File: config.mk
export PLATFORM = sky130hd
export DESIGN_NAME = crc8_lfsr
export DESIGN_NICKNAME = d
export VERILOG_FILES = /design/src/rtl/crc8_pkg.sv /design/src/rtl/crc8_lfsr.sv
export SDC_FILE = /design/constraint.sdc
export NUM_CORES = 1
export LEC_CHECK = 0
export ABC_AREA = 1
export BUFFER_PORTS_ARGS = -buffer_cell sky130_fd_sc_hd__buf_2
export CAP_MARGIN = 20
export CORE_AREA = 2 2 39 41
export DETAILED_ROUTE_END_ITERATION = 10
export DIE_AREA = 0 0 41 43
export SLEW_MARGIN = 20
export SYNTH_ARGS = -nofsm -noshare
export SYNTH_HDL_FRONTEND = slang
export SYNTH_SLANG_ARGS = --single-unit
File: constraint.sdc
create_clock -name clk -period 1.2 [get_ports clk]
set_input_delay 0.12 -clock clk [delete_from_list [all_inputs] [get_ports clk]]
set_output_delay 0.12 -clock clk [all_outputs]
set_load 0.01 [all_outputs]
File: src/rtl/crc8_pkg.sv
package crc8_pkg;
  localparam int CRC_W = 8;
  typedef logic [CRC_W-1:0] crc_t;
  localparam crc_t CRC_POLY_DEF = 8'h07;
  localparam crc_t CRC_INIT_DEF = 8'h00;
endpackage

File: src/rtl/crc8_lfsr.sv
module crc8_lfsr
  import crc8_pkg::*;
#(
  parameter crc_t POLY = CRC_POLY_DEF,
  parameter crc_t INIT = CRC_INIT_DEF
) (
  input  logic clk,
  input  logic rst,
  input  logic load_i,
  input  logic shift_i,
  input  logic bit_i,
  output crc_t crc_o,
  output crc_t crc_nxt_o
);
  crc_t crc_q;
  crc_t base;
  crc_t stepped;
  logic fb;

  assign base = load_i ? INIT : crc_q;
  assign fb   = bit_i ^ base[CRC_W-1];

  for (genvar i = 0; i < CRC_W; i++) begin : g_tap
    if (i == 0) begin : g_lsb
      assign stepped[i] = POLY[i] & fb;
    end else begin : g_up
      assign stepped[i] = base[i-1] ^ (POLY[i] & fb);
    end
  end

  assign crc_nxt_o = stepped;

  always_ff @(posedge clk) begin
    if (rst)          crc_q <= INIT;
    else if (shift_i) crc_q <= stepped;
    else if (load_i)  crc_q <= INIT;
  end

  assign crc_o = crc_q;

  AST_IDLE_HOLD: assert property (@(posedge clk) disable iff (rst)
    (!load_i && !shift_i) |=> $stable(crc_q));
  AST_LOAD_CLEARS: assert property (@(posedge clk) disable iff (rst)
    (load_i && !shift_i) |=> (crc_q == INIT));
endmodule

==> out/metrics.cfg <==
[run_status]
status=finished clean

[clock_tree]
cts_buffers=3
htreeDepth=1
clock-sinks=8
cts.path.max_buffers=2
clkLatencyLatePin_ps=250
cts_root_buf=clkbuf_4
cts_tree=done
clk_pin_slew_ps=60

[critical_path]
r2r-start=crc_o[7]
rr_worst_depth=3
rrSetupSlack_ps=300
crit_path_max_incr_delay_ps=380
cp_num_buf_inv=1
crit_path_end_kind=output pin
crit_slowest_cell=dfxtp_4
path_max_fanout=4
crit_required_ps=1080
crit_top_cell=nand2_4
critPathKind=flip-flop to output pin
cp_top_family=flip-flops
cp.arrival_ps=1040
rr_endpoint=crc_o[7]
cp-start-kind=flip-flop
cp_cell_sequence=nand2_4 -> nand2_4 -> nand3_2 -> nand2_1 -> buf_2

[global_route]
antenna_found_initial=0
grt_start_max_net_pins=10
grt_overflow=0
grt_pass1_wl_mm=1.53
grt_usage_pct=13.1
grt_pass1_vias=363

[floorplan]
core.rowCount=14
core-area_mm2=0.00138
dieArea_mm2=0.00176
die_h_um=43
start_util_pct=31.3
io_pins=21
die_w_um=41

[final_layout]
fin_cells=102
n_antenna_cell=0
nFillCells=148
largest_register_ffs=8
seqCellArea_um2=164
drive_above_1_share_pct=46.5
multiInputGateArea_um2=238
fin_nets=93
area_delta_synth_final_pct=40.2

[synth]
synthSimpleGateAreaFrac_pct=36.7
ys.flop_type=dfxtp_1
yosys.cell_types.count=15
synth_compound_area_share_pct=11.3
synth_area_per_cell_um2=6.66
netlist_top_cells_area=dfxtp_1 37%, nand2_1 15%, inv_1 7.8%, nand3_2 6.9%, a21oi_1 5.8%
synth.most_common_cell=nand2_1
synth_edf_count=0
muxShareOfSynthArea_pct=0
netlist_top_cells_count=17 x nand2_1, 9 x inv_1, 8 x dfxtp_1
ys_async_sr_fraction_pct=0
yosysSeqAreaShare_pct=37.0
netlist_area_um2=433
synthesis.nets=70
synthXorXnorAreaFrac_pct=0
synth_top_cell_area_share_pct=37.0
netlist_instances=65
synth_top_area_cell=dfxtp_1
ys_warn_count=0
yosys.area_share.adder_pct=0
synth_top_family_by_area=simple AND/OR/NAND/NOR gates
ys_ff_latch=8

[pwr]
p_seq_share_pct=46.2
p_total_mw=0.611
p_sw_mw=0.176
power.internal_mw=0.435
leakage_nw=0.334
power.share.clock_pct=34.5
p_comb_share_pct=19.3
swShare_pct=28.8
p_per_area_mw_per_mm2=1010
vdd_ir_drop_max_v=0.000502

[timing]
period_share_pct=97.0
worst_pin_slew_ps=200
finalSetupViolCount=0
finalHoldWorstSlack_ps=127
worst_slack_ps=35.8
fmax_mhz=859
clock_skew_ps=1.95
slew_violations=0
rsz0062_at_grt=yes
period_minus_slack_ps=1160
relSlewSlack_pct=86.6
final-hold-violation-count=0

[detailed_routing]
vias=467
avgRoutedWirePerCell_um=10.1
routed_wl_mm=1.03
final_antenna_net_count=0
drc=0
dr.pass1.iters=4
drt-initial-drc-count=6
avgViaCountPerCell=4.58

[place]
gp_congestion=0.760
dp.cells=98
port_buffers=20
pre_cts_ws_ps=203
dp_hpwl_um=734

[hold_path]
hold_path.class=input pin to flip-flop
min_to=crc_o[0]
whs_path_depth=2
min_from=rst

[job]
cap_violations=0

-- cell type report --
type / instances / share of cell area (%)
multi-input combinational: 41 / 39.2
sequential: 8 / 27.0
timing repair buffer: 21 / 18.8
inverter: 13 / 8.04
clock buffer: 3 / 3.71
tap: 16 / 3.30
-- routing by layer --
layer | GRT usage (%) | vias to the layer above | share of wire, %
li1 | - | 247 | -
met1 | 17.9 | 205 | 42
met2 | 16.9 | 13 | 49
met3 | 7.85 | 2 | 7.8
met4 | 4.00 | 0 | 0.49
met5 | 0 | - | 0
-- logic make-up after synthesis --
logic type | Yosys count
compound gates | 8
buf+inv | 16
flops | 8
simple gates | 33
-- cell usage in the layout, fill, tap and decap left out --
master    netlist  routed
buf_6           0       1
nand2_4         1       3
nand3_2         3       6
a21oi_1         5       5
clkbuf_4        0       3
inv_1           9       9
nor2_1          6       6
nand2_1        17      15
a211oi_1        2       2
dfxtp_4         0       1
nand2_2         1       1
buf_2           1      19
inv_2           4       4
buf_4           1       1
nand3_1         5       2
dfxtp_1         8       7
a21oi_2         1       1
-- power groups by stage --
stage | Combinational (mW) | Clock, mW | Sequential [mW]
2_1_floorplan | 0.0656 | 0 | 0.294
3_3_place_gp | 0.106 | 0 | 0.288
3_5_place_dp | 0.105 | 0 | 0.288
4_1_cts | 0.106 | 0.220 | 0.281
5_1_grt | 0.130 | 0.238 | 0.283
6_report | 0.118 | 0.211 | 0.282
-- per-stage QoR --
stage | area [µm²] | TNS, ps | util, %
detailed placement | 537 | 0 | 38.8
CTS | 563 | 0 | 40.7
global placement | 537 | 0 | 38.8
floorplan | 433 | 0 | -
finish | 607 | 0 | 43.9
global route | 607 | -33.4 | 43.9
-- how the worst max path moves through the flow --
stage / from / end / slack, ps / depth (start not counted)
floorplan: crc_o[7] / crc_o[1] / 250 / 5
global placement: load_i / crc_nxt_o[2] / 240 / 7
detailed placement: crc_o[7] / crc_nxt_o[1] / 200 / 4
CTS: crc_o[7] / crc_nxt_o[2] / 8 / 5
global route: crc_o[7] / crc_nxt_o[2] / -20 / 5
finish: crc_o[7] / crc_nxt_o[2] / 40 / 5
-- what timing repair did --
action,4_1_cts,5_1_grt
pin swaps,0,4
buffers inserted,0,1
endpoints found under the setup margin,3,2
cloned,0,0
hold buffers,0,0
resized for setup,2,8
Note: power is estimated with default switching activity, not from simulation.
